===== src/rtl/arb_pkg.sv =====
package arb_pkg;
  typedef enum logic [1:0] {
    ARB_IDLE = 2'd0,
    ARB_POLL = 2'd1,
    ARB_OWN  = 2'd2
  } arb_state_e;
endpackage


===== src/rtl/arb_poll_timer.sv =====
module arb_poll_timer #(
  parameter int W = 8
) (
  input  logic         clk,
  input  logic         rst_n,
  input  logic         clr_i,
  input  logic         en_i,
  input  logic [W-1:0] limit_i,
  output logic         expire_o
);
  logic [W-1:0] cnt_q, cnt_d;
  logic [W-1:0] last_cnt;

  // a zero limit behaves as a one-cycle window
  assign last_cnt = (limit_i == '0) ? '0 : limit_i - 1'b1;
  assign expire_o = en_i && (cnt_q >= last_cnt);

  always_comb begin
    cnt_d = cnt_q;
    if (clr_i)     cnt_d = '0;
    else if (en_i) cnt_d = cnt_q + 1'b1;
  end

  always_ff @(posedge clk or negedge rst_n) begin
    if (!rst_n) cnt_q <= '0;
    else        cnt_q <= cnt_d;
  end
endmodule


===== src/rtl/arb_addr_step.sv =====
module arb_addr_step #(
  parameter int AW = 3
) (
  input  logic          clk,
  input  logic          rst_n,
  input  logic          load_i,
  input  logic          inc_i,
  output logic [AW-1:0] addr_o,
  output logic          last_o
);
  logic [AW-1:0] addr_q, addr_d;

  always_comb begin
    addr_d = addr_q;
    if (load_i)     addr_d = '0;
    else if (inc_i) addr_d = addr_q + 1'b1;
  end

  always_ff @(posedge clk or negedge rst_n) begin
    if (!rst_n) addr_q <= '0;
    else        addr_q <= addr_d;
  end

  assign addr_o = addr_q;
  assign last_o = &addr_q;
endmodule


===== src/rtl/polled_bus_arbiter.sv =====
module polled_bus_arbiter
  import arb_pkg::*;
#(
  parameter int ADDR_W = 3,
  parameter int WAIT_W = 8
) (
  input  logic              clk,
  input  logic              rst_n,
  input  logic              req_i,
  input  logic              busy_i,
  input  logic              accept_i,
  input  logic [WAIT_W-1:0] wait_cfg_i,
  output logic [ADDR_W-1:0] grant_addr_o,
  output logic              poll_vld_o,
  output logic              grant_vld_o
);
  arb_state_e state_q, state_d;
  logic addr_load, addr_inc, addr_last;
  logic tmr_en, tmr_clr, tmr_exp;

  assign tmr_en  = (state_q == ARB_POLL);
  assign tmr_clr = !tmr_en || addr_inc;

  arb_poll_timer #(.W(WAIT_W)) u_timer (
    .clk      (clk),
    .rst_n    (rst_n),
    .clr_i    (tmr_clr),
    .en_i     (tmr_en),
    .limit_i  (wait_cfg_i),
    .expire_o (tmr_exp)
  );

  arb_addr_step #(.AW(ADDR_W)) u_addr (
    .clk    (clk),
    .rst_n  (rst_n),
    .load_i (addr_load),
    .inc_i  (addr_inc),
    .addr_o (grant_addr_o),
    .last_o (addr_last)
  );

  always_comb begin
    state_d   = state_q;
    addr_load = 1'b0;
    addr_inc  = 1'b0;
    unique case (state_q)
      ARB_IDLE: begin
        if (req_i && !busy_i) begin
          state_d   = ARB_POLL;
          addr_load = 1'b1;
        end
      end
      ARB_POLL: begin
        if (accept_i) begin
          state_d = ARB_OWN;
        end else if (tmr_exp) begin
          if (addr_last) state_d  = ARB_IDLE;
          else           addr_inc = 1'b1;
        end
      end
      ARB_OWN: begin
        if (!busy_i) state_d = ARB_IDLE;
      end
      default: state_d = ARB_IDLE;
    endcase
  end

  always_ff @(posedge clk or negedge rst_n) begin
    if (!rst_n) state_q <= ARB_IDLE;
    else        state_q <= state_d;
  end

  assign poll_vld_o  = (state_q == ARB_POLL);
  assign grant_vld_o = (state_q == ARB_OWN);
endmodule


===== config.mk =====
export PLATFORM = sky130hd
export DESIGN_NAME = polled_bus_arbiter
export DESIGN_NICKNAME = d
export VERILOG_FILES = /design/src/rtl/arb_pkg.sv /design/src/rtl/arb_poll_timer.sv /design/src/rtl/arb_addr_step.sv /design/src/rtl/polled_bus_arbiter.sv
export SDC_FILE = /design/constraint.sdc
export NUM_CORES = 1
export LEC_CHECK = 0
export ABC_AREA = 1
export BUFFER_PORTS_ARGS = -buffer_cell sky130_fd_sc_hd__clkbuf_2
export CAP_MARGIN = 20
export CORE_MARGIN = 2
export CORE_UTILIZATION = 40
export CTS_CLUSTER_SIZE = 25
export DETAILED_ROUTE_END_ITERATION = 6
export GPL_ROUTABILITY_DRIVEN = 0
export MAX_ROUTING_LAYER = met4
export PLACE_DENSITY = 0.6
export SLEW_MARGIN = 5
export SYNTH_ARGS = -nofsm -noshare
export SYNTH_HDL_FRONTEND = slang
export SYNTH_HIERARCHICAL = 1
export SYNTH_SLANG_ARGS = --single-unit
export TNS_END_PERCENT = 5

===== constraint.sdc =====
create_clock -name clk -period 2.1 [get_ports clk]
set_input_delay 0.105 -clock clk [delete_from_list [all_inputs] [get_ports clk]]
set_output_delay 0.105 -clock clk [all_outputs]
set_load 0.01 [all_outputs]

# After elaboration in Yosys (flattened, before gate mapping)
# Index checks and enable logic that the tools add are counted.
# totals
input_bits	13
reg_bits	13
out_inout_bits	5
word_cells	41
# classes
reduce_logical	11
n_lt_le_gt_ge	1
muxes	17
eq_ne	6
addsub	3
# ops
op	count
$mux 8	3
$mux 2	5
$add 8x1->8 const B	1
$ge 8x8->1	1
$logic_not 8->1	1
$sub 8x1->8 const B	1
$mux 1	6
$mux 3	2
$pmux 2 s3	1
$ne 2x2->1 const B	2
$reduce_and 4->1	1
$reduce_bool 2->1	2
$add 3x1->3 const B	1
$ne 3x2->1 const B	1
$ne 3x3->1 const B	1
$reduce_and 3->1	1
$eq 2x1->1 const B	1
$eq 2x2->1 const B	1
$logic_and 1x1->1	2
$logic_not 1->1	2
$logic_not 2->1	1
$logic_or 1x1->1	1

# Depth between registers and ports, before layout
# logic_depth
word_depth	9
mapped_depth	22
mapped_depth_nobuf	22

# Modules after synthesis
# The synthesis kept the hierarchy.
# modules_own_cells
module	cells_per_inst	n_inst	area_per_inst_um2	seq_area_each_um2
arb_poll_timer	120	1	794.5	200.2
arb_addr_step	17	1	151.4	75.1
polled_bus_arbiter	22	1	130.1	50.0

# Least setup slack after synthesis
# No wires, ideal clock.
# synth_timing
path_type	input -> register
from	in wait_cfg_i[0]
to	reg u_timer.cnt_q[5]
required_ns	1.983
arrival_time_ns	2.030
setup_slack_ns	-0.047
stages	20
path_cell_list	inv_1 ha_1 nand2_1 inv_1 nand3_2 nand3_1 ha_1 nand2_1 nor2_1 nor2_1 nand2_1 nand2_1 a21oi_1 nand2_1 nand2_1 nor2_4 nor2_4 nand2_1 o21ai_1 nor2_1
# synth_between
elab_chain_len	9
# synth_lines
element	line	rtl
start: declaration	polled_bus_arbiter.sv:12	input logic [WAIT_W-1:0] wait_cfg_i,
$sub 8x1->8 or $logic_not 8->1 (tied branches)	arb_poll_timer.sv:15	assign last_cnt = (limit_i == '0) ? '0 : limit_i - 1'b1;
$mux 8 (*)	arb_poll_timer.sv:15	
$ge 8x8->1 (*)	arb_poll_timer.sv:16	assign expire_o = en_i && (cnt_q >= last_cnt);
$logic_and 1x1->1 (*)	arb_poll_timer.sv:16	
named net tmr_exp	polled_bus_arbiter.sv:19	logic tmr_en, tmr_clr, tmr_exp;
$mux 1 (*)	polled_bus_arbiter.sv:56	end else if (tmr_exp) begin
$mux 1 (*)	polled_bus_arbiter.sv:54	if (accept_i) begin
$mux 1 (*)	polled_bus_arbiter.sv:46	unique case (state_q)
$logic_or 1x1->1 (*)	polled_bus_arbiter.sv:22	assign tmr_clr = !tmr_en || addr_inc;
named net tmr_clr	polled_bus_arbiter.sv:19	
$mux 8 or $reduce_bool 2->1 (tied branches)	--	
end signal: assignment	arb_poll_timer.sv:26	else cnt_q <= cnt_d;
end: declaration	arb_poll_timer.sv:11	logic [W-1:0] cnt_q, cnt_d;
# The timed path passes the listed nets; every way through them passes the cells marked *.
# A chain may end at the register's enable or synchronous reset.

# Worst setup path after layout
# layout_timing
from	in wait_cfg_i[1]
to	reg u_timer.cnt_q[5]
# Same word-level chain as after synthesis.

==> impl_metrics.yaml <==
drt:
  route.met3.wl_um: 96
  met2WireLength_mm: 1.37
  avgViaCountPerCell: 4.90
  num_vias: 1118
  dr.first_iter.drc_count: 20
  totalWireLength_mm: 2.44
  drc: 0
  top_layer: "met4"
  wl_met1_um: 940
  routedWlPerCell_um: 10.7
  ant_nets: 0
  drtPass1Iterations: 5
run:
  maxCapViolCount: 0
power:
  pwr-share-seq_pct: 42.3
  peakVddDrop_uv: 303
  swShare_pct: 32.9
  powerDensity_mw_per_mm2: 433
  combPwrFrac_pct: 33.9
  switchingPower_mw: 0.208
  clock_power_share_pct: 23.7
  intPower_mw: 0.424
  p_leak_nw: 0.798
setup_path:
  start_kind: "primary input"
  path_class: "primary input to flip-flop"
  crit_arrival_ns: 2.23
  critPathMaxStageDelay_ns: 0.28
  crit_top_cell: "nand2_1"
  path_max_fanout: 6
  crit_chain: "buf_6, inv_4, ha_4, nand2_4, buf_6, o21bai_1, nand3_1, ha_1, nand2_1, nor2_1, nand2_1, a21oi_2, nand2_2, nand2_2, nor2_4, nor2_4, nand2_1, o21ai_1, nor2_1"
  critPathSlowestCell: "ha_1"
  reg2reg_to: "u_timer/cnt_q[5]"
  r2r_start: "u_timer/cnt_q[1]"
  r2r_slack_ns: 0.11
  required_ns: 2.26
  critPathLaunch: "wait_cfg_i[1]"
  critPathCaptureType: "flip-flop"
  reg2reg_depth: 14
  crit_buf_inv: 3
  cpLargestDelayFamily: "simple AND/OR/NAND/NOR gates"
sta:
  whs_ns: 0.0594
  fin_tns_setup_ns: 0
  fmaxAchievable_mhz: 484
  finalSetupViolations: 0
  finalHoldViolCount: 0
  relSlewSlack_pct: 78.1
  fin_crit_ns: 2.07
  grt_setup_unrepaired: "true"
  tightest_slew_ns: 0.329
  slew_violations: 0
  fin_skew_ns: 0.00264
  fin_crit_sh_pct: 98.4
final_layout:
  regArea_um2: 325
  final_area_mm2: 0.00146
  final_common_cell: "nand2_1"
  drive_gt1_share_pct: 33.8
  synthToLayoutAreaGrowth_pct: 35.7
  nFillCells: 261
  final_util_pct: 57.9
  layout.nets: 224
  final_cell_mix: "nand2_1 (37), inv_1 (22), buf_4 (16), nand3_1 (15), clkbuf_2 (15)"
  insertedDiodeCount: 0
  multiInputGateArea_um2: 714
die:
  core_mm2: 0.00252
  die_h_um: 55.9
  initial_core_util_pct: 42.7
  die_area_mm2: 0.00312
  die_width_um: 55.9
  rows: 18
  io_pins: 18
grt:
  first_global_vias: 1099
  grt_usage_pct: 17.1
  antenna_found_initial: 0
  gr-total-overflow: 0
  grt_pass1_wl_mm: 4.24
  grt_max_degree: 14
clocking:
  cts.sinks: 13
  clkLatencyLatePin_ns: 0.27
  cts-root-buf: "clkbuf_4"
  clkTransAtPathRegs_ns: 0.08
  cts_tree: "yes"
  max-clock-path-buffers: 2
  cts_inserted_buffers: 3
  htree_levels: 1
yosys:
  syn-num-nets: 184
  yosys.cell_types.count: 18
  syn_area_mm2: 0.00108
  syn_inst: 159
  yosysWarnings: 6
  syn_area_per_cell_um2: 6.77
  synth-seq-cells: 13
  yosysSeqAreaShare_pct: 30.2
placement:
  port_buffers: 17
  place_area_mm2: 0.00129
  place_hpwl_mm: 1.93
run_status:
  status: "finished, final reports clean"
hold_path:
  holdCritPathClass: "primary input to flip-flop"
  min_from: "busy_i"
  worstHoldEndpoint: "state_q[1]"
  min_path_cells: 3
==> worst max path at each step <==
stage,slack [ns],endpoint,depth (start not counted)
global placement,-0.33,u_timer/cnt_q[2],18
global route,-0.15,u_timer/cnt_q[5],19
CTS,0.002,u_timer/cnt_q[6],20
finish,0.03,u_timer/cnt_q[5],19
detailed placement,-0.39,u_timer/cnt_q[6],19
floorplan,-0.008,u_timer/cnt_q[6],22
==> synthesized netlist by cell type <==
master    count  area share (%)
ha_1         12              14
dfrtp_1      13              30
nand3_1      16             7.4
inv_2         1            0.35
a31oi_1       1            0.58
o21ai_0       6             2.8
o21ai_1       1            0.46
a21o_1        1            0.70
nand2_1      41              14
inv_1        28             9.8
o21bai_1      1            0.70
nand3_2       3             2.8
nand2_2       1            0.58
a21oi_1       8             3.7
nor2_1       18             6.3
nor3_1        2            0.93
nor2_2        4             2.3
nor2_4        2             2.1
==> repair_timing <==
item / 4_1_cts / 5_1_grt
pin swaps: 3 / 21
setup buffers: 0 / 5
hold buffers: 1 / 0
hold endpoints to repair: 13 / 0
gates resized for setup: 4 / 25
endpoints found under the setup margin: 7 / 11
==> final cells by class <==
type,count,share of cell area [%]
Multi-Input combinational cell,117,48.9
Sequential cell,13,22.3
Timing Repair Buffer,35,16.4
Inverter,29,8.05
Tap cell,30,2.57
Clock buffer,4,1.80
==> routing by layer <==
| metal | vias to the layer above | GRT usage [%] |
|---|---|---|
| met5 | - | - |
| met4 | 0 | 7.48 |
| met3 | 4 | 2.33 |
| met2 | 28 | 32.3 |
| met1 | 506 | 17.6 |
| li1 | 580 | - |
==> cell families after synthesis <==
| group | count (synthesis) | share of synthesized area (%) |
|---|---|---|
| buf+inv | 29 | 10.1 |
| flops | 13 | 30.2 |
| fa+ha+maj | 12 | 14.0 |
| simple gates | 87 | 36.7 |
| compound gates | 18 | 8.95 |
==> metrics by stage <==
step                instances  power (mW)  setup WS [ns]
floorplan                 159       0.383       -0.00825
global placement          218       0.454         -0.328
detailed placement        218       0.460         -0.386
CTS                       223       0.617        0.00165
global route              228       0.685         -0.145
finish                    228       0.632         0.0345
==> worst min-delay path, cell delays in order <==
cell,delay (ns)
clkbuf_2,0.09
nand2_1,0.04
o21ai_0,0.06
==> flip-flops by register name (all words and copies together), names as in the netlist <==
signal / flops
u_timer/cnt_q: 8
u_addr/addr_o: 3
state_q: 2
==> power groups by stage <==
| stage | Combinational, mW | Clock, mW | Sequential, mW |
|---|---|---|---|
| finish | 0.215 | 0.150 | 0.268 |
| global route | 0.244 | 0.171 | 0.270 |
| CTS | 0.190 | 0.158 | 0.269 |
| detailed placement | 0.187 | 0 | 0.274 |
| global placement | 0.181 | 0 | 0.274 |
| floorplan | 0.110 | 0 | 0.272 |
Note: power is estimated with default switching activity, not from simulation.
